--- src/rtl/dfi_inj_pkg.sv ---
package dfi_inj_pkg;

    typedef enum logic [0:0] {
        ST_IDLE = 1'b0,
        ST_FIRE = 1'b1
    } fire_state_e;

    // Command word layout: CS in bit 0 up to RAS in bit 3
    typedef struct packed {
        logic ras;
        logic cas;
        logic we;
        logic cs;
    } cmd_bits_t;

    // Control word layout: select in bit 0 up to reset in bit 3
    typedef struct packed {
        logic rst;
        logic odt;
        logic cke;
        logic sel;
    } ctrl_bits_t;

    localparam int unsigned IDX_CTRL  = 0;
    localparam int unsigned IDX_CMD   = 1;
    localparam int unsigned IDX_ISSUE = 2;
    localparam int unsigned IDX_ADDR  = 3;
    localparam int unsigned IDX_BANK  = 4;

endpackage

--- src/rtl/dfi_inj_regfile.sv ---
module dfi_inj_regfile
    import dfi_inj_pkg::*;
#(
    parameter int ROW_W  = 15,
    parameter int BANK_W = 3,
    parameter int IDX_W  = 3
) (
    input  logic              clk,
    input  logic              rst_n,
    input  logic              reg_we,
    input  logic [IDX_W-1:0]  reg_idx,
    input  logic [31:0]       reg_wdata,
    output ctrl_bits_t        ctrl_q,
    output cmd_bits_t         cmd_q,
    output logic [ROW_W-1:0]  addr_q,
    output logic [BANK_W-1:0] bank_q,
    output logic              strobe
);

    localparam int CMD_W  = $bits(cmd_bits_t);
    localparam int CTRL_W = $bits(ctrl_bits_t);

    logic hit_ctrl, hit_cmd, hit_issue, hit_addr, hit_bank;

    always_comb begin
        hit_ctrl  = reg_we && (reg_idx == IDX_W'(IDX_CTRL));
        hit_cmd   = reg_we && (reg_idx == IDX_W'(IDX_CMD));
        hit_issue = reg_we && (reg_idx == IDX_W'(IDX_ISSUE));
        hit_addr  = reg_we && (reg_idx == IDX_W'(IDX_ADDR));
        hit_bank  = reg_we && (reg_idx == IDX_W'(IDX_BANK));
    end

    // The strobe word has no storage; only bit 0 matters
    assign strobe = hit_issue && reg_wdata[0];

    always_ff @(posedge clk or negedge rst_n) begin
        if (!rst_n) begin
            ctrl_q <= '0;
            cmd_q  <= '0;
            addr_q <= '0;
            bank_q <= '0;
        end else begin
            if (hit_ctrl) ctrl_q <= ctrl_bits_t'(reg_wdata[CTRL_W-1:0]);
            if (hit_cmd)  cmd_q  <= cmd_bits_t'(reg_wdata[CMD_W-1:0]);
            if (hit_addr) addr_q <= reg_wdata[ROW_W-1:0];
            if (hit_bank) bank_q <= reg_wdata[BANK_W-1:0];
        end
    end

endmodule

--- src/rtl/dfi_inj_fsm.sv ---
module dfi_inj_fsm
    import dfi_inj_pkg::*;
(
    input  logic clk,
    input  logic rst_n,
    input  logic strobe,
    input  logic sel,
    output logic fire
);

    fire_state_e state_q, state_d;
    logic        accept;

    assign accept = strobe && !sel;

    always_comb begin
        state_d = state_q;
        unique case (state_q)
            ST_IDLE: if (accept) state_d = ST_FIRE;   // launch
            ST_FIRE: state_d = accept ? ST_FIRE       // relaunch
                                      : ST_IDLE;      // retire
            default: state_d = ST_IDLE;
        endcase
    end

    always_ff @(posedge clk or negedge rst_n) begin
        if (!rst_n) state_q <= ST_IDLE;
        else        state_q <= state_d;
    end

    assign fire = (state_q == ST_FIRE);

endmodule

--- src/rtl/dfi_inj_mux.sv ---
module dfi_inj_mux
    import dfi_inj_pkg::*;
#(
    parameter int ROW_W  = 15,
    parameter int BANK_W = 3
) (
    input  ctrl_bits_t        ctrl_q,
    input  cmd_bits_t         cmd_q,
    input  logic [ROW_W-1:0]  addr_q,
    input  logic [BANK_W-1:0] bank_q,
    input  logic              fire,
    input  logic              mc_cke,
    input  logic              mc_odt,
    input  logic              mc_reset_n,
    input  logic              mc_cs_n,
    input  logic              mc_we_n,
    input  logic              mc_cas_n,
    input  logic              mc_ras_n,
    input  logic [ROW_W-1:0]  mc_addr,
    input  logic [BANK_W-1:0] mc_bank,
    output logic              dfi_cke,
    output logic              dfi_odt,
    output logic              dfi_reset_n,
    output logic              dfi_cs_n,
    output logic              dfi_we_n,
    output logic              dfi_cas_n,
    output logic              dfi_ras_n,
    output logic [ROW_W-1:0]  dfi_addr,
    output logic [BANK_W-1:0] dfi_bank
);

    always_comb begin
        if (ctrl_q.sel) begin
            dfi_cke     = mc_cke;
            dfi_odt     = mc_odt;
            dfi_reset_n = mc_reset_n;
            dfi_cs_n    = mc_cs_n;
            dfi_we_n    = mc_we_n;
            dfi_cas_n   = mc_cas_n;
            dfi_ras_n   = mc_ras_n;
            dfi_addr    = mc_addr;
            dfi_bank    = mc_bank;
        end else begin
            dfi_cke     = ctrl_q.cke;
            dfi_odt     = ctrl_q.odt;
            dfi_reset_n = ctrl_q.rst;
            dfi_cs_n    = ~(fire & cmd_q.cs);
            dfi_we_n    = ~(fire & cmd_q.we);
            dfi_cas_n   = ~(fire & cmd_q.cas);
            dfi_ras_n   = ~(fire & cmd_q.ras);
            dfi_addr    = addr_q;
            dfi_bank    = bank_q;
        end
    end

endmodule

--- src/rtl/dfi_inject_regs.sv ---
module dfi_inject_regs
    import dfi_inj_pkg::*;
#(
    parameter int ROW_W  = 15,
    parameter int BANK_W = 3,
    parameter int IDX_W  = 3
) (
    input  logic              clk,
    input  logic              rst_n,
    input  logic              reg_we,
    input  logic [IDX_W-1:0]  reg_idx,
    input  logic [31:0]       reg_wdata,
    input  logic              mc_cke,
    input  logic              mc_odt,
    input  logic              mc_reset_n,
    input  logic              mc_cs_n,
    input  logic              mc_we_n,
    input  logic              mc_cas_n,
    input  logic              mc_ras_n,
    input  logic [ROW_W-1:0]  mc_addr,
    input  logic [BANK_W-1:0] mc_bank,
    output logic              dfi_cke,
    output logic              dfi_odt,
    output logic              dfi_reset_n,
    output logic              dfi_cs_n,
    output logic              dfi_we_n,
    output logic              dfi_cas_n,
    output logic              dfi_ras_n,
    output logic [ROW_W-1:0]  dfi_addr,
    output logic [BANK_W-1:0] dfi_bank
);

    ctrl_bits_t        ctrl_q;
    cmd_bits_t         cmd_q;
    logic [ROW_W-1:0]  addr_q;
    logic [BANK_W-1:0] bank_q;
    logic              strobe;
    logic              fire;
    logic              sel_w;

    assign sel_w = ctrl_q.sel;

    dfi_inj_regfile #(.ROW_W(ROW_W), .BANK_W(BANK_W), .IDX_W(IDX_W)) u_regs (
        .clk(clk), .rst_n(rst_n), .reg_we(reg_we), .reg_idx(reg_idx),
        .reg_wdata(reg_wdata), .ctrl_q(ctrl_q), .cmd_q(cmd_q),
        .addr_q(addr_q), .bank_q(bank_q), .strobe(strobe)
    );

    dfi_inj_fsm u_fsm (
        .clk(clk), .rst_n(rst_n), .strobe(strobe), .sel(sel_w), .fire(fire)
    );

    dfi_inj_mux #(.ROW_W(ROW_W), .BANK_W(BANK_W)) u_mux (
        .ctrl_q(ctrl_q), .cmd_q(cmd_q), .addr_q(addr_q), .bank_q(bank_q),
        .fire(fire),
        .mc_cke(mc_cke), .mc_odt(mc_odt), .mc_reset_n(mc_reset_n),
        .mc_cs_n(mc_cs_n), .mc_we_n(mc_we_n), .mc_cas_n(mc_cas_n),
        .mc_ras_n(mc_ras_n), .mc_addr(mc_addr), .mc_bank(mc_bank),
        .dfi_cke(dfi_cke), .dfi_odt(dfi_odt), .dfi_reset_n(dfi_reset_n),
        .dfi_cs_n(dfi_cs_n), .dfi_we_n(dfi_we_n), .dfi_cas_n(dfi_cas_n),
        .dfi_ras_n(dfi_ras_n), .dfi_addr(dfi_addr), .dfi_bank(dfi_bank)
    );

endmodule

--- config.mk ---
export PLATFORM = sky130hd
export DESIGN_NAME = dfi_inject_regs
export DESIGN_NICKNAME = d
export VERILOG_FILES = /design/src/rtl/dfi_inj_pkg.sv /design/src/rtl/dfi_inj_regfile.sv /design/src/rtl/dfi_inj_fsm.sv /design/src/rtl/dfi_inj_mux.sv /design/src/rtl/dfi_inject_regs.sv
export SDC_FILE = /design/constraint.sdc
export NUM_CORES = 1
export LEC_CHECK = 0
export ABC_AREA = 1
export BUFFER_PORTS_ARGS = -buffer_cell sky130_fd_sc_hd__buf_2
export CAP_MARGIN = 20
export CORE_MARGIN = 1.5
export CORE_UTILIZATION = 38
export CTS_CLUSTER_SIZE = 16
export DETAILED_ROUTE_END_ITERATION = 7
export GPL_TIMING_DRIVEN = 0
export MAX_ROUTING_LAYER = met4
export PLACE_DENSITY_LB_ADDON = 0.1
export SLEW_MARGIN = 0
export SYNTH_ARGS = -nofsm -noshare
export SYNTH_HDL_FRONTEND = slang
export SYNTH_SLANG_ARGS = --single-unit
export TNS_END_PERCENT = 30
--- constraint.sdc ---
create_clock -name clk -period 1.1 [get_ports clk]
set_clock_uncertainty 0.15 [all_clocks]
set_input_delay 0.11 -clock clk [delete_from_list [all_inputs] [get_ports clk]]
set_output_delay 0.11 -clock clk [all_outputs]
set_load 0.02 [all_outputs]
==> results.md, run 1 <==
- Status: finished with violations
- Failing checks: negative setup slack
- Worst Hold Depth: 3
- Setup crit start kind: flip-flop
- Die area: 0.00408 mm²
- Share of cells above drive strength 1: 0.413
- # port buffers: 70
- Clock root buffer: clkbuf_8
- Max clock buf depth: 2
- TritonCTS Buffers: 3
- Filler cells: 340
- # setup viols final: 25
- Syn_area_per_cell: 6.87 µm²
- DRT Pass-1 Iters: 4
- Max-slew violations: 0
- Worst Hold Class: in2reg
- Clk sinks: 27
- Post-route DRC: 0
- Unrepaired setup endpoints after global routing: true
- First-pass GRT wire length: 6.67 mm
- Top post-synthesis cells by area: dfrtp_1 48%, nand2_1 36%, nand3_1 3.9%
- Post-route ant nets: 0
- Antenna violations before repair: 0
- Total nets after synthesis: 268
- Arrival time at the worst endpoint: 1310 ps
- Yosys warning count: 0
- Post-place setup slack: -353 ps
- Gpl congestion: 0.709
- Internal reg-to-reg setup slack: 20 ps
- Required @ worst endpoint: 840 ps
- VDD IR-drop max: 0.000624 V
- Starting Density: 0.409
- Yosys top cell by area: dfrtp_1
- Crit end category: primary output
- Pwr Density: 1470 mW/mm²
- Final WS setup: -474 ps
- H-tree depth: 1
- Ports: 88
- Core Box Area: 0.00344 mm²
- Hold path start: reg_we
- Grt ovf: 0
- Layout overhead on the synthesized area: 61.4%
- Post-synth EDFFs: 0
- Worst-Margin Slew: 369 ps
- Worst R2R End: u_fsm.fire$_DFF_PN0_
- CTS tree: done
- Sequential share of the synthesized area: 0.480
- Gr usage total: 0.209
- Design Power: 3330 µW
- Synth top area share: 0.480
- Routed wire length: 3.81 mm
- Ant diodes: 0
- 1st-iter DRT viols: 49
- Tcrit/Tclk final: 1.43
- FF-to-FF path depth: 4
- Fin util: 0.660
- Number of synthesized register bits: 27
- Commonest cells in the netlist: 135 x nand2_1, 27 x dfrtp_1, 11 x nand3_1
- Library cells used by synthesis: 15
- WHS Endpoint: u_fsm.fire$_DFF_PN0_
- Avg WL per Cell: 11.0 µm
- Worst-Skew Late Latency: 270 ps
- Slew HR: 0.754
- Largest net degree at the start of global routing: 28
- Final-report hold violation count: 0
- DP HPWL: 2.60 mm
- Fmax: 0.635 GHz
- MaxCap Viol Count: 0
- Layout Nets: 364
- Core Rows: 21
- Leak: 0.00128 µW
- Period minus WS final: 1570 ps
- Chip Height: 63.9 µm
- CP max FO: 6
- Main flop type after synthesis: dfrtp_1
- Cells after synthesis: 205
- Number of global-route vias before repair: 1579
- Top-count cell post-synth: nand2_1
- Die span in x: 63.9 µm
- Clock transition at the registers of the reported paths: 90 ps
- Vias per std cell: 4.63
- Async SR Flop Fraction: 1.00
- RR Startpoint: u_regs.ctrl_q[0]$_DFFE_PN0P_
- Via count: 1601
- Mapped Area: 0.00141 mm²
- Setup CP Type: reg2out
==> final cells by class <==
type / count / area (µm²) / share of cell area
clock inverter: 1 / 5.00 / 0.00220
multi-input combinational: 163 / 743 / 0.327
buffer: 7 / 67.6 / 0.0297
timing repair buffer: 92 / 649 / 0.286
sequential: 27 / 677 / 0.298
clock buffer: 3 / 41.3 / 0.0182
inverter: 7 / 31.3 / 0.0138
tap: 46 / 57.6 / 0.0253
==> layer usage <==
layer  part of all wire  vias up  routed length, µm  global-route usage
met5                  0        -                  0                   -
met4             0.0081        0                 31              0.0489
met3              0.056        4                214              0.0194
met2               0.50       58               1910               0.389
met1               0.43      726               1650               0.240
li1                   -      813                  -                   -
==> where the power goes <==
part | leakage (µW) | total [µW] | internal (µW) | switching (µW)
sequential | 0.000340 | 1290 | 1170 | 116
combinational | 0.000910 | 1480 | 669 | 808
clock | 0.0000255 | 566 | 254 | 312
==> cell usage in the layout (no fill, tap or decap), types with 2 or more instances in the layout <==
cell / count
nand2_1: 110
buf_2: 50
nand2_2: 27
dfrtp_1: 26
dlygate4sd3_1: 18
buf_4: 17
buf_6: 11
nand3_1: 11
inv_1: 6
nor2_2: 5
nor2_4: 3
clkbuf_8: 3
clkbuf_4: 2
nor2_1: 2
a21oi_1: 2
a21oi_2: 2
==> stage by stage <==
stage	instance area, µm²	hold WS, ps	instances	TNS, ps
global placement	1870	1.26	321	-7660
finish	2270	16.6	346	-10300
global route	2270	36.2	346	-12220
CTS	2240	7.60	346	-10650
detailed placement	1870	-0.615	321	-7750
floorplan	1460	-336	205	-2050
==> cells by family (layout without fill, tap and decap cells) <==
kind of cell	count (synthesis)	count (layout)	synth area share
buffers and inverters	15	110	0.0578
AND/OR/NAND/NOR	159	159	0.448
flip-flops	27	27	0.480
AO/OA/AOI/OAI	4	4	0.0142
==> flip-flops by register name, summed over array words and instances (netlist names) <==
name / cells
u_regs.ctrl_q: 4
u_fsm.fire: 1
u_regs.cmd_q: 4
u_regs.bank_q: 3
u_regs.addr_q: 15
==> what timing repair did <==
item	CTS	global route
setup buffers	2	0
hold buffers	18	0
hold endpoints to repair	54	0
cloned	2	0
resized for setup	42	9
endpoints found under the setup margin	25	27
==> how the worst max path moves through the flow <==
stage	from	endpoint	slack (ps)
floorplan	u_regs.ctrl_q[0]$_DFFE_PN0P_	dfi_cs_n	-110
global placement	u_regs.ctrl_q[0]$_DFFE_PN0P_	dfi_bank[1]	-360
detailed placement	u_regs.ctrl_q[0]$_DFFE_PN0P_	dfi_bank[1]	-350
CTS	u_regs.ctrl_q[0]$_DFFE_PN0P_	dfi_cs_n	-450
global route	u_regs.ctrl_q[0]$_DFFE_PN0P_	dfi_we_n	-560
finish	u_regs.ctrl_q[0]$_DFFE_PN0P_	dfi_we_n	-470
==> worst max-delay path, stage by stage, from the launching register on <==
cell and delay (ps):
dfrtp_2 470, clkinv_4 100, buf_12 130, nor2_4 30, a21oi_1 140, buf_4 170
Power figures use the tool's default switching activity.
==> run 2: changes to the inputs <==
--- a/config.mk
+++ b/config.mk
@@ -5,7 +5,6 @@
 export SDC_FILE = /design/constraint.sdc
 export NUM_CORES = 1
 export LEC_CHECK = 0
-export ABC_AREA = 1
 export BUFFER_PORTS_ARGS = -buffer_cell sky130_fd_sc_hd__buf_2
 export CAP_MARGIN = 20
 export CORE_MARGIN = 1.5
==> run 2 against run 1 <==
  * The run still ends with negative setup slack left
  * Global-route usage is 4.6 points lower
  * Fmax down 3.8%
  * Final area rose by 3.1%
  * Critical path type unchanged
  * Largest cell class unchanged
  * Highest routed layer unchanged
==> results.md, run 2 <==
- Status: finished with violations
- Failing checks: negative setup slack
- TritonCTS Buffers: 3 (unchanged)
- VDD IR-drop max: 0.000787 V (+26%)
- Mapped Area: 0.00141 mm² (+0.18%)
- Main flop type after synthesis: dfrtp_1
- Most flops, register: u_regs.addr_q
- Pwr Density: 1570 mW/mm² (+6.9%)
- Largest registers: u_regs.addr_q: 15 flops, u_regs.cmd_q: 4 flops, u_regs.ctrl_q: 4 flops
- Ports: 88 (unchanged)
- Die area: 0.00409 mm² (+0.17%)
- Required @ worst endpoint: 840 ps (about the same)
- Antenna violations before repair: 0 (unchanged)
- DRT Pass-1 Iters: 2 (-2)
- Library cells used by synthesis: 13 (-2)
- Crit end category: primary output
- Tcrit/Tclk final: 1.49 (+0.0567)
- Commonest cells in the netlist: 38 x mux2_2, 27 x dfrtp_1, 10 x mux2_4
- Starting Density: 0.410 (+0.000727)
- 1st-iter DRT viols: 12 (-76%)
- Syn_area_per_cell: 15.2 µm² (+120%)
- Top-count cell post-synth: mux2_2
- Design Power: 3670 µW (+10%)
- Clock root buffer: clkbuf_8
- Max-slew violations: 0 (unchanged)
- Yosys top cell by area: dfrtp_1
- Synth top area share: 0.479 (-0.000852)
- Async SR Flop Fraction: 1.00 (unchanged)
- Avg WL per Cell: 13.5 µm (+23%)
- Worst Hold Class: in2reg
- Core Box Area: 0.00344 mm² (unchanged)
- Post-route ant nets: 0 (unchanged)
- Setup crit start kind: flip-flop
- Clock transition at the registers of the reported paths: 90 ps (about the same)
- Setup CP Type: reg2out
- Routed wire length: 3.20 mm (-16%)
- Via count: 1114 (-30%)
- Chip Height: 63.9 µm (about the same)
- Post-synth EDFFs: 0 (unchanged)
- Leak: 0.00116 µW (-9.0%)
- First-pass GRT wire length: 5.10 mm (-24%)
- Gr usage total: 0.162 (-0.0463)
- Total nets after synthesis: 156 (-42%)
- Yosys warning count: 0 (unchanged)
- Layout Nets: 255 (-30%)
- # port buffers: 70 (unchanged)
- H-tree depth: 1 (unchanged)
- Number of global-route vias before repair: 1114 (-29%)
- Area after DPL: 0.00189 mm² (+1.1%)
- Core Rows: 21 (unchanged)
- DP HPWL: 2.19 mm (-16%)
- CP max FO: 10 (+4)
- Slew HR: 0.594 (-0.160)
- Gpl congestion: 0.714 (+0.83%)
- Top post-synthesis cells by area: dfrtp_1 48%, mux2_2 30%, mux2_4 11%
- Cells after synthesis: 93 (-55%)
- MaxCap Viol Count: 0 (unchanged)
- Number of synthesized register bits: 27 (unchanged)
- Share of cells above drive strength 1: 0.733 (+0.320)
- Vias per std cell: 4.70 (+1.6%)
- Ant diodes: 0 (unchanged)
- Worst-Margin Slew: 609 ps (+240 ps)
- Largest net degree at the start of global routing: 28 (unchanged)
- Final Cell Area: 0.00234 mm² (+3.1%)
- Most common cell after layout, fill and taps aside: buf_2
- Most frequent cells in the layout: 50 x buf_2, 27 x dfrtp_1, 25 x mux2_2
- # setup viols final: 27 (+8.0%)
- Clk sinks: 27 (unchanged)
- Max clock buf depth: 2 (unchanged)
- Fmax: 0.611 GHz (-3.8%)
- Final WS setup: -536 ps (-62.4 ps)
- CTS tree: done
- Die span in x: 63.9 µm (about the same)
- Layout overhead on the synthesized area: 66.2%
- Post-route DRC: 0 (unchanged)
- Sequential share of the synthesized area: 0.479 (-0.000852)
- Worst-Skew Late Latency: 260 ps (about the same)
- Period minus WS final: 1640 ps (+62.4 ps)
- Grt ovf: 0 (unchanged)
- Arrival time at the worst endpoint: 1380 ps (+70 ps)
- Final-report hold violation count: 0 (unchanged)
- Unrepaired setup endpoints after global routing: true
- Largest register FFs: 15 (unchanged)
## run 2: cell types whose count changed in the layout (fill, tap and decap cells not counted), sizes merged, moves of 2 or more
cell / previous run / this run
nor2: 10 / 0
mux2: 0 / 48
nand2: 137 / 1
clkinv: 2 / 0
inv: 6 / 0
and4bb: 0 / 2
nand4b: 0 / 2
nor2b: 0 / 4
nand3: 11 / 0
## run 2: where the power goes
part	internal, µW	switching, µW
clock network	259	286
logic	1110	707
registers	1200	113
## run 2: metal layers
layer	vias to the layer above	track usage	routed length (µm)
met4	0	0.0408	14
li1	536	-	-
met1	542	0.195	1340
met5	-	-	0
met3	2	0.0229	150
met2	34	0.286	1700
## run 2: per-stage QoR
step	std cells	utilization	hold slack, ps	TNS (ps)	worst slack [ps]
after floorplan	93	-	-336	-2320	-125
after global placement	209	0.549	0.605	-9350	-280
after detailed placement	209	0.549	8.80	-9670	-285
after CTS	232	0.640	2.47	-13290	-540
after global routing	237	0.681	8.36	-14580	-585
final	237	0.681	20.2	-13270	-536
## run 2: cells by family after synthesis
logic type | after synthesis | synth area share
AO/OA/AOI/OAI | 3 | 0.0106
buffers and inverters | 4 | 0.0186
flip-flops | 27 | 0.479
multiplexers | 48 | 0.410
AND/OR/NAND/NOR | 11 | 0.0816
## run 2: cell type report
cell class,count,area (µm²)
repair buffers,94,722
multi-input cells,62,786
fillers,278,1100
flip-flops and latches,27,676
clock buffers,4,45.0
plain buffers,4,57.6
well taps,46,57.6
## run 2: worst paths after layout
| path | startpoint | endpoint | slack [ps] | cells after the start |
|---|---|---|---|---|
| min | reg_idx[1] | u_fsm.fire$_DFF_PN0_ | 20 | 3 |
| min in group asynchronous | rst_n | u_regs.addr_q[4]$_DFFE_PN0P_ | 230 | 2 |
| min reg2reg | u_regs.ctrl_q[3]$_DFFE_PN0P_ | u_regs.ctrl_q[3]$_DFFE_PN0P_ | 360 | 1 |
| max | u_regs.ctrl_q[0]$_DFFE_PN0P_ | dfi_addr[10] | -540 | 4 |
| max reg2reg | u_regs.ctrl_q[0]$_DFFE_PN0P_ | u_regs.ctrl_q[0]$_DFFE_PN0P_ | -320 | 5 |
| max in group asynchronous | rst_n | u_regs.addr_q[2]$_DFFE_PN0P_ | 170 | 2 |
## run 2: critical path, cell delays in order, from the launching register on
cell	delay, ps
dfrtp_1	380
buf_6	150
buf_12	150
mux2_4	300
buf_6	130
## run 2: repair_timing
item | CTS | global route
cloned | 0 | 1
resized for setup | 22 | 25
endpoints found under the hold margin | 50 | 1
setup endpoints to repair | 27 | 27
buffers inserted | 2 | 2
hold buffers | 17 | 2
